File: src/rtl/irq_hub_pkg.sv
`timescale 1ns/1ps
package irq_hub_pkg;

  typedef enum logic [2:0] {
    RG_NONE,
    RG_PRIO,
    RG_PEND,
    RG_EN,
    RG_CTX
  } region_e;

  // true when a lies in [base, base + size)
  function automatic logic in_window(input logic [31:0] a,
                                     input logic [31:0] base,
                                     input logic [31:0] size);
    return (a >= base) && ((a - base) < size);
  endfunction

endpackage

File: src/rtl/irq_hub_arb.sv
`timescale 1ns/1ps
module irq_hub_arb #(
  parameter int unsigned N_SRC  = 8,
  parameter int unsigned PRIO_W = 3,
  parameter int unsigned ID_W   = 3
) (
  input  logic                    clk,
  input  logic                    rst,
  input  logic [N_SRC-1:0]        cand,
  input  logic [N_SRC*PRIO_W-1:0] prio_flat,
  input  logic [PRIO_W-1:0]       thresh,
  output logic [ID_W-1:0]         win_id
);

  logic [PRIO_W-1:0] best;

  // ascending scan with strict compare: ties keep the lower id
  always_comb begin
    best   = thresh;
    win_id = '0;
    for (int unsigned i = 1; i < N_SRC; i++) begin
      if (cand[i] && (prio_flat[i*PRIO_W +: PRIO_W] > best)) begin
        best   = prio_flat[i*PRIO_W +: PRIO_W];
        win_id = ID_W'(i);
      end
    end
  end


  win_qualifies_chk: assert property (@(posedge clk) disable iff (rst)
    (win_id != '0) |-> (cand[win_id] &&
      (prio_flat[32'(win_id)*PRIO_W +: PRIO_W] > thresh)));

endmodule

File: src/rtl/irq_hub_src.sv
`timescale 1ns/1ps
module irq_hub_src #(
  parameter int unsigned N_SRC = 8,
  parameter int unsigned ID_W  = 3
) (
  input  logic             clk,
  input  logic             rst,
  input  logic [N_SRC-1:0] src_in,
  input  logic             take_en,
  input  logic [ID_W-1:0]  take_id,
  input  logic             done_en,
  input  logic [ID_W-1:0]  done_id,
  output logic [N_SRC-1:0] pend_o,
  output logic [N_SRC-1:0] clmd_o
);

  logic [N_SRC-1:0] prev_q;

  always_ff @(posedge clk) begin
    if (rst) begin
      prev_q <= '0;
      pend_o <= '0;
      clmd_o <= '0;
    end else begin
      prev_q <= src_in;
      for (int unsigned i = 1; i < N_SRC; i++) begin
        if (src_in[i] != prev_q[i]) begin
          pend_o[i] <= src_in[i];
        end else if (take_en && (take_id == ID_W'(i))) begin
          pend_o[i] <= 1'b0;
        end
        if (take_en && (take_id == ID_W'(i))) begin
          clmd_o[i] <= 1'b1;
        end else if (done_en && (done_id == ID_W'(i))) begin
          clmd_o[i] <= 1'b0;
        end
      end
    end
  end


  take_sets_chk: assert property (@(posedge clk) disable iff (rst)
    (take_en && (take_id != '0)) |=> clmd_o[$past(take_id)]);


  done_clears_chk: assert property (@(posedge clk) disable iff (rst)
    (done_en && (done_id != '0)) |=> !clmd_o[$past(done_id)]);

endmodule

File: src/rtl/irq_hub.sv
`timescale 1ns/1ps
module irq_hub
  import irq_hub_pkg::*;
#(
  parameter int unsigned N_SRC      = 8,
  parameter int unsigned N_CTX      = 3,
  parameter int unsigned N_HART     = 2,
  parameter int unsigned PRIO_W     = 3,
  parameter int unsigned N_LEVELS   = 7,
  parameter int unsigned ADDR_W     = 16,
  parameter int unsigned PRIO_BASE  = 32'h0000,
  parameter int unsigned PEND_BASE  = 32'h0400,
  parameter int unsigned EN_BASE    = 32'h0800,
  parameter int unsigned EN_STRIDE  = 32'h0040,
  parameter int unsigned CTX_BASE   = 32'h1000,
  parameter int unsigned CTX_STRIDE = 32'h0100,
  parameter logic [N_CTX-1:0]   CTX_SUPV = 3'b010,
  parameter logic [4*N_CTX-1:0] CTX_HART = 12'h100
) (
  input  logic              clk,
  input  logic              rst,
  input  logic [N_SRC-1:0]  src_in,
  input  logic              bus_req,
  input  logic              bus_we,
  input  logic [ADDR_W-1:0] bus_addr,
  input  logic [31:0]       bus_wdata,
  output logic [31:0]       bus_rdata,
  output logic              bus_rvalid,
  output logic              bus_err,
  output logic [N_HART-1:0] m_irq,
  output logic [N_HART-1:0] s_irq
);

  localparam int unsigned ID_W    = $clog2(N_SRC);
  localparam int unsigned CI_W    = (N_CTX > 1) ? $clog2(N_CTX) : 1;
  localparam int unsigned N_WORDS = (N_SRC + 31) / 32;
  localparam int unsigned EN_SH   = $clog2(EN_STRIDE);
  localparam int unsigned CTX_SH  = $clog2(CTX_STRIDE);

  logic [PRIO_W-1:0]       prio_q [N_SRC];
  logic [N_SRC-1:0]        en_q   [N_CTX];
  logic [PRIO_W-1:0]       thr_q  [N_CTX];
  logic [ID_W-1:0]         win    [N_CTX];
  logic [N_SRC*PRIO_W-1:0] prio_flat;
  logic [N_SRC-1:0]        pend, clmd;

  // ---------------- address decode ----------------
  logic [31:0]  a32;
  region_e      rgn;
  int unsigned  idx, sub;
  logic [CI_W-1:0] ctx_sel;
  logic [ID_W-1:0] src_sel;
  logic rd_op, wr_op;

  assign a32   = 32'(bus_addr);
  assign rd_op = bus_req && !bus_we;
  assign wr_op = bus_req && bus_we;

  always_comb begin
    rgn = RG_NONE;
    idx = 0;
    sub = 0;
    if (in_window(a32, PRIO_BASE, (N_SRC - 1) * 4)) begin
      rgn = RG_PRIO;
      idx = ((a32 - PRIO_BASE) >> 2) + 1;
    end else if (in_window(a32, PEND_BASE, N_WORDS * 4)) begin
      rgn = RG_PEND;
      idx = (a32 - PEND_BASE) >> 2;
    end else if (in_window(a32, EN_BASE, N_CTX * EN_STRIDE)) begin
      rgn = RG_EN;
      idx = (a32 - EN_BASE) >> EN_SH;
      sub = ((a32 - EN_BASE) & (EN_STRIDE - 1)) >> 2;
    end else if (in_window(a32, CTX_BASE, N_CTX * CTX_STRIDE)) begin
      rgn = RG_CTX;
      idx = (a32 - CTX_BASE) >> CTX_SH;
      sub = (a32 - CTX_BASE) & (CTX_STRIDE - 1);
    end
  end

  assign ctx_sel = CI_W'(idx);
  assign src_sel = ID_W'(idx);

  // ---------------- claim / complete ----------------
  logic            take_en, done_en;
  logic [ID_W-1:0] take_id, done_id;

  assign take_id = win[ctx_sel];
  assign take_en = rd_op && (rgn == RG_CTX) && (sub == 4) && (take_id != '0);
  assign done_id = ID_W'(bus_wdata);
  assign done_en = wr_op && (rgn == RG_CTX) && (sub == 4) && (bus_wdata < N_SRC);

  irq_hub_src #(.N_SRC(N_SRC), .ID_W(ID_W)) u_src (
    .clk     (clk),
    .rst     (rst),
    .src_in  (src_in),
    .take_en (take_en),
    .take_id (take_id),
    .done_en (done_en),
    .done_id (done_id),
    .pend_o  (pend),
    .clmd_o  (clmd)
  );

  // ---------------- per-context arbitration ----------------
  for (genvar s = 0; s < N_SRC; s++) begin : g_flat
    assign prio_flat[s*PRIO_W +: PRIO_W] = prio_q[s];
  end

  for (genvar c = 0; c < N_CTX; c++) begin : g_ctx
    localparam int unsigned HC = int'(CTX_HART[4*c +: 4]);

    irq_hub_arb #(.N_SRC(N_SRC), .PRIO_W(PRIO_W), .ID_W(ID_W)) u_arb (
      .clk       (clk),
      .rst       (rst),
      .cand      (pend & ~clmd & en_q[c]),
      .prio_flat (prio_flat),
      .thresh    (thr_q[c]),
      .win_id    (win[c])
    );


    thr_bound_chk: assert property (@(posedge clk) disable iff (rst)
      32'(thr_q[c]) <= N_LEVELS);

    if (CTX_SUPV[c]) begin : g_s

      s_line_chk: assert property (@(posedge clk) disable iff (rst)
        (win[c] != '0) |=> s_irq[HC]);
    end else begin : g_m

      m_line_chk: assert property (@(posedge clk) disable iff (rst)
        (win[c] != '0) |=> m_irq[HC]);
    end
  end

  // ---------------- read mux ----------------
  logic [31:0] rd_next;

  always_comb begin
    rd_next = '0;
    unique case (rgn)
      RG_PRIO: rd_next = 32'(prio_q[src_sel]);
      RG_PEND: begin
        for (int unsigned b = 0; b < N_SRC; b++)
          if (b / 32 == idx) rd_next[b % 32] = pend[b];
      end
      RG_EN: begin
        for (int unsigned b = 0; b < N_SRC; b++)
          if (b / 32 == sub) rd_next[b % 32] = en_q[ctx_sel][b];
      end
      RG_CTX: begin
        if (sub == 0)      rd_next = 32'(thr_q[ctx_sel]);
        else if (sub == 4) rd_next = 32'(take_id);
      end
      default: rd_next = '0;
    endcase
  end

  // ---------------- register state ----------------
  always_ff @(posedge clk) begin
    if (rst) begin
      for (int unsigned s = 0; s < N_SRC; s++) prio_q[s] <= '0;
      for (int unsigned c = 0; c < N_CTX; c++) begin
        en_q[c]  <= '0;
        thr_q[c] <= '0;
      end
      bus_rdata  <= '0;
      bus_rvalid <= 1'b0;
      bus_err    <= 1'b0;
    end else begin
      bus_rvalid <= rd_op;
      if (rd_op) bus_rdata <= rd_next;
      if (bus_req && ((rgn == RG_NONE) || ((rgn == RG_PEND) && bus_we)))
        bus_err <= 1'b1;
      if (wr_op) begin
        unique case (rgn)
          RG_PRIO: prio_q[src_sel] <= bus_wdata[PRIO_W-1:0];
          RG_EN: begin
            for (int unsigned b = 0; b < N_SRC; b++)
              if (b / 32 == sub) en_q[ctx_sel][b] <= bus_wdata[b % 32];
          end
          RG_CTX: begin
            if ((sub == 0) && (bus_wdata <= N_LEVELS))
              thr_q[ctx_sel] <= PRIO_W'(bus_wdata);
          end
          default: ;
        endcase
      end
    end
  end

  // ---------------- request lines ----------------
  logic [N_HART-1:0] m_nx, s_nx;

  always_comb begin
    m_nx = '0;
    s_nx = '0;
    for (int unsigned c = 0; c < N_CTX; c++) begin
      for (int unsigned h = 0; h < N_HART; h++) begin
        if ((CTX_HART[4*c +: 4] == 4'(h)) && (win[c] != '0)) begin
          if (CTX_SUPV[c]) s_nx[h] = 1'b1;
          else             m_nx[h] = 1'b1;
        end
      end
    end
  end

  always_ff @(posedge clk) begin
    if (rst) begin
      m_irq <= '0;
      s_irq <= '0;
    end else begin
      m_irq <= m_nx;
      s_irq <= s_nx;
    end
  end


  err_sticky_chk: assert property (@(posedge clk) disable iff (rst)
    bus_err |=> bus_err);


  rvalid_follow_chk: assert property (@(posedge clk) disable iff (rst)
    rd_op |=> bus_rvalid);


  rvalid_quiet_chk: assert property (@(posedge clk) disable iff (rst)
    !rd_op |=> !bus_rvalid);

endmodule

File: config.mk
export PLATFORM = sky130hd
export DESIGN_NAME = irq_hub
export DESIGN_NICKNAME = d
export VERILOG_FILES = /design/src/rtl/irq_hub_pkg.sv /design/src/rtl/irq_hub_arb.sv /design/src/rtl/irq_hub_src.sv /design/src/rtl/irq_hub.sv
export SDC_FILE = /design/constraint.sdc
export NUM_CORES = 1
export LEC_CHECK = 0
export BUFFER_PORTS_ARGS = -buffer_cell sky130_fd_sc_hd__buf_2
export CAP_MARGIN = 25
export CORE_ASPECT_RATIO = 0.6
export CORE_MARGIN = 2
export CORE_UTILIZATION = 25
export DETAILED_ROUTE_END_ITERATION = 8
export GPL_TIMING_DRIVEN = 0
export PLACE_DENSITY = 0.39
export SLEW_MARGIN = 40
export SYNTH_ARGS = -nofsm -noshare
export SYNTH_HDL_FRONTEND = slang
export SYNTH_SLANG_ARGS = --single-unit
export TNS_END_PERCENT = 1
File: constraint.sdc
create_clock -name clk -period 14.2 [get_ports clk]
set_input_delay 0.71 -clock clk [delete_from_list [all_inputs] [get_ports clk]]
set_output_delay 0.71 -clock clk [all_outputs]
set_load 0.01 [all_outputs]
=== Word-level counts from Yosys, hierarchy flattened ===
Memories as Yosys holds them, arrays and structs flattened.
Index checks and enable logic that the tools add are counted.

* $add $sub $neg: 4
* $mul: 0
* Divide/modulo/power cells: 0
* Order comparisons: 32
* Equal/unequal tests: 26
* Shifts and indexed selects: 0
* Muxes and demuxes: 129
* Bitwise gates (word level): 6
* Reduce and logical (&&, ||, !) cells: 76

{| class="wikitable"
|+ Operators by type and width
! cell !! count
|-
| $mux W32 || 4
|-
| $mux W3 || 40
|-
| $mux W1 || 68
|-
| $logic_not A32 Y1 || 2
|-
| $gt A3 B3 Y1 || 21
|-
| $logic_and A1 B1 Y1 || 50
|-
| $mux W24 || 2
|-
| $and A8 B8 Y8 || 4
|-
| $eq A32 B3 Y1 const B || 1
|-
| $le A32 B3 Y1 const B || 1
|-
| $lt A32 B10 Y1 const B || 1
|-
| $lt A32 B3 Y1 const B || 1
|-
| $lt A32 B4 Y1 const B || 1
|-
| $lt A32 B8 Y1 const B || 1
|-
| $pmux W8 S4 || 1
|-
| $mux W30 || 1
|-
| $reduce_bool A2 Y1 || 14
|-
| $eq A3 B3 Y1 const B || 9
|-
| $mux W26 || 1
|-
| $mux W8 || 3
|-
| $eq A3 B2 Y1 const B || 6
|-
| $sub A16 B11 Y17 const B || 1
|-
| $sub A16 B12 Y17 const B || 1
|-
| $sub A16 B13 Y17 const B || 1
|-
| other kinds (19) || 38
|}

* Flip-flop bits (word level): 60
* Bits in latches: 0
* Bits in writable memories: 57
* ROM bits: 0
* Input bits: 60
* Word-level logic and storage cells: 297
* Memories: 3

{| class="wikitable"
|+ Memory list
! name !! depth !! width !! rd ports !! clocked after Yosys merged registers in !! wr ports !! line !! source
|-
| en_q || 3 || 8 || 4 || 0 || 3 || irq_hub.sv:41 || <nowiki>logic [N_SRC-1:0] en_q [N_CTX];</nowiki>
|-
| prio_q || 8 || 3 || 8 || 0 || 8 || irq_hub.sv:40 || <nowiki>logic [PRIO_W-1:0] prio_q [N_SRC];</nowiki>
|-
| thr_q || 3 || 3 || 4 || 0 || 3 || irq_hub.sv:42 || <nowiki>logic [PRIO_W-1:0] thr_q [N_CTX];</nowiki>
|}

=== Depth between registers and ports, before layout ===
* Word-level depth: 31
* Gate-level depth with buffers: 53
* Mapped depth without buffers: 52

=== Hierarchy ===
Synthesis repeated with hierarchy kept, for this count alone.

* Cell total of the unflattened synthesis: 1,081
* Area total of the unflattened synthesis: 9,530.4 um^2

{| class="wikitable"
|+ Modules (own cells, without submodules)
! module !! instances !! cells each !! area an instance (um^2)
|-
| irq_hub || 1 || 551 || 5,403.9
|-
| irq_hub_arb (g_ctx[0].u_arb ...) || 2 || 144 || 1,022.2
|-
| irq_hub_arb (g_ctx[2].u_arb) || 1 || 142 || 1,102.3
|-
| irq_hub_src || 1 || 100 || 979.7
|}

=== Worst setup path before layout ===
OpenSTA, ideal clock, no wires.

* Path type: register -> register
* Start: memory prio_q[1][2]
* End: register u_src.pend_o[1]
* Setup time: 0.119 ns
* Arrival time: 9.803 ns
* Required time: 14.081 ns
* Setup slack: 4.279 ns
* Stages on the path, launching flop included: 45
* Period minus slack after synthesis: 9.921 ns
* Cell sequence: edfxtp_1 > ha_1 > and3_4 > a211oi_4 > mux2_2 > ha_1 > nor2_1 > maj3_1 > a21oi_1 > mux2_2 > ha_1 > or2_2 > a211oi_1 > a21oi_1 > o221ai_1 > nand2_1 > mux2_2 > ha_1 > (+9 left out) > mux2_2 > ha_1 > inv_1 > a21o_1 > a21oi_1 > a311oi_1 > mux2_2 > ha_1 > a21o_1 > a21oi_1 > a311oi_1 > nor3_1 > a41oi_1 > a2bb2oi_2 > and4_1 > buf_2 > a31o_1 > mux2i_1

{| class="wikitable"
|+ RTL lines
! what !! line !! source
|-
| start: declaration || irq_hub.sv:40 ||
|-
| end signal: indexed assignment || irq_hub_src.sv:28 || <nowiki>pend_o[i] <= src_in[i];</nowiki>
|-
| end: declaration || irq_hub_src.sv:13 || <nowiki>output logic [N_SRC-1:0] pend_o,</nowiki>
|}

==> results.sh <==
export IMPL_ys_seq_area_frac=0.315
export IMPL_io_buffers=69
export IMPL_p_leak_nw=3.99
export IMPL_core_mm2=0.0338
export IMPL_arrival_ns=12.44
export IMPL_wl_per_cell_um=22.5
export IMPL_antenna_found_initial=1
export IMPL_cts_resized=0
export IMPL_synth_ff_type="edfxtp_1"
export IMPL_finalSetupViolations=0
export IMPL_dp_final_hpwl_mm=29.6
export IMPL_drive_above_1_share=0.165
export IMPL_synth_seq_cells=102
export IMPL_final_cell_mix="nand2_1, nor2_1, buf_2, and2_1, edfxtp_1"
export IMPL_num_nets_final=1249
export IMPL_antenna_cells=0
export IMPL_post_cts_buffers=0
export IMPL_grt_max_degree=18
export IMPL_die_h_um=148
export IMPL_syn_to_final_growth_pct=16.7
export IMPL_vias=8183
export IMPL_required_ns=14.46
export IMPL_worstMarginPinSlew_ns=0.873
export IMPL_fp_row_count=52
export IMPL_pre_cts_slack_ns=2.16
export IMPL_via_per_inst=5.13
export IMPL_final_setup_tns_ns=0
export IMPL_maxSlewViolCount=0
export IMPL_grt_pass1_vias=7521
export IMPL_grt_first_pass_wirelength_mm=52.7
export IMPL_cts_hold_buf=0
export IMPL_drt_wl_total_mm=35.9
export IMPL_h_tree_depth=3
export IMPL_drc=0
export IMPL_min_period_ns=12.18
export IMPL_crit_path_start_kind="flop"
export IMPL_die_area_mm2=0.0361
export IMPL_synth_top_family_by_area="simple AND/OR/NAND/NOR gates"
export IMPL_cp_slowest_cell="a311oi_1"
export IMPL_syn_area_mm2=0.00863
export IMPL_max_cap_violations=0
export IMPL_gp_congestion=0.878
export IMPL_synthSimpleGateAreaFrac=0.253
export IMPL_firstDrtPassIters=5
export IMPL_endpoint_kind="flop"
export IMPL_period_share=0.858
export IMPL_rsz0062_at_grt="false"
export IMPL_synth_xor_area_frac=0.00507
export IMPL_setup_slack_ns=2.02
export IMPL_cpPeakStageDelay_ns=0.68
export IMPL_cts_sinks=102
export IMPL_critical_path_class="reg2reg"
export IMPL_max_freq_mhz=82.1
export IMPL_clock_latency_ns=0.37
export IMPL_syn_inst=1018
export IMPL_grt_overflow_total=0
export IMPL_io_pins=98
export IMPL_mostFrequentLayoutCell="nand2_1"
export IMPL_clk_pin_slew_ns=0.08
export IMPL_finClkSkew_ns=0.0115
export IMPL_chipWidth_um=244
export IMPL_peakVddDrop_mv=0.0624
export IMPL_ys_warn_count=0
export IMPL_grt_use_total=0.202
export IMPL_min_path_type="reg2reg"
export IMPL_synth_compound_area_share=0.209
export IMPL_placedInstanceArea_mm2=0.00973
export IMPL_cpMostUsedCell="ha_1"
export IMPL_slew_headroom=0.414
export IMPL_cts_made_buffers=9
export IMPL_hold_viol_final=0
export IMPL_synth_async_sr_flop_share=0
export IMPL_syn_area_per_cell_um2=8.48
export IMPL_synth_edf_count=68
export IMPL_drt_iter0_drc=866
export IMPL_fin_area_mm2=0.0101
export IMPL_synthAdderAreaFrac=0.0925
export IMPL_ys_types=89
export IMPL_ant_nets=0
export IMPL_clock_root_buffer="clkbuf_16"
export IMPL_p_per_area_mw_per_mm2=82.1
export IMPL_cts_tree="done"
export IMPL_status="complete, no violations"
export IMPL_cts_path_max_buffers=2
export IMPL_cp_max_fo=10
export IMPL_start_util=0.255
export IMPL_synthMuxAreaShare=0.0609
==> cells by family (layout without fill, tap and decap cells) <==
group	after synthesis	count (layout)
xor gates and xnor gates	5	5
DFF	102	102
adders and majority gates	65	65
and+or+nand+nor	415	415
other	1	33
buffers and inverters	116	201
AOI/OAI and AO/OA	264	264
muxes	50	50
==> stage by stage <==
step	power, mW	utilization	hold slack, ns	cells
3_5_place_dp	0.552	0.288	0.463	1578
6_report	0.827	0.298	0.478	1594
4_1_cts	0.830	0.297	0.482	1594
5_1_grt	0.867	0.298	0.512	1594
3_3_place_gp	0.549	0.286	0.451	1578
2_1_floorplan	0.474	-	0.446	1050
==> worst paths after layout <==
path	from	to	slack, ns	cells past startpoint
setup / recovery	prio_q[1][1]	u_src.pend_o[6]	2.02	43
hold / removal	bus_err	bus_err	0.48	2
setup reg to reg	prio_q[1][1]	u_src.pend_o[6]	2.02	43
hold reg to reg	bus_err	bus_err	0.48	2
==> area by class of cell <==
type	count	area (µm²)
Tap cell	459	574
Inverter	55	206
Buffer	61	343
Multi-Input combinational cell	832	5560
Fill cell	3647	23800
Timing Repair Buffer	69	345
Clock inverter	4	32.5
Clock buffer	12	289
Sequential cell	102	2720
==> worst max-delay path, delay by kind of cell (launching register included) <==
kind	cells	cell delay [ns]
DFF	1	0.63
adders and majority gates	8	2.38
muxes	6	2.14
AOI/OAI and AO/OA	19	4.94
and+or+nand+nor	9	1.93
buffers and inverters	1	0.05
==> report_power, final <==
part / switching, mW / leakage, nW / internal, mW
combinational: 0.128 / 2.91 / 0.0736
clock: 0.130 / 0.160 / 0.147
sequential: 0.0182 / 0.924 / 0.331
total: 0.276 / 3.99 / 0.551
==> Yosys cell counts (19+ instances only) <==
library cell | count | area share
edfxtp_1 | 68 | 0.24
ha_1 | 59 | 0.086
buf_4 | 25 | 0.022
a21oi_1 | 57 | 0.033
inv_1 | 53 | 0.023
nand2_1 | 104 | 0.045
nor2_1 | 81 | 0.035
mux2i_1 | 30 | 0.035
nor3_1 | 22 | 0.013
and2_1 | 69 | 0.050
nand3_1 | 29 | 0.017
mux2_2 | 20 | 0.026
a31oi_1 | 22 | 0.016
o21ai_0 | 55 | 0.032
clkbuf_1 | 26 | 0.011
dfxtp_1 | 34 | 0.079
a211oi_1 | 19 | 0.017
==> flip-flops by register name, summed over array words and instances, names as in the netlist <==
signal	cells
thr_q	12
en_q	32
bus_err	1
s_irq	1
u_src.pend_o	7
u_src.clmd_o	7
prio_q	24
m_irq	2
u_src.prev_q	7
bus_rdata	8
bus_rvalid	1
==> per-layer routing <==
layer	GRT usage	vias to the layer above	routed length, µm
li1	-	3930	-
met1	0.346	3936	20200
met2	0.230	297	12000
met3	0.0628	20	3430
met4	0.0268	0	257
met5	0	-	0
(Power assumes the default switching activity.)
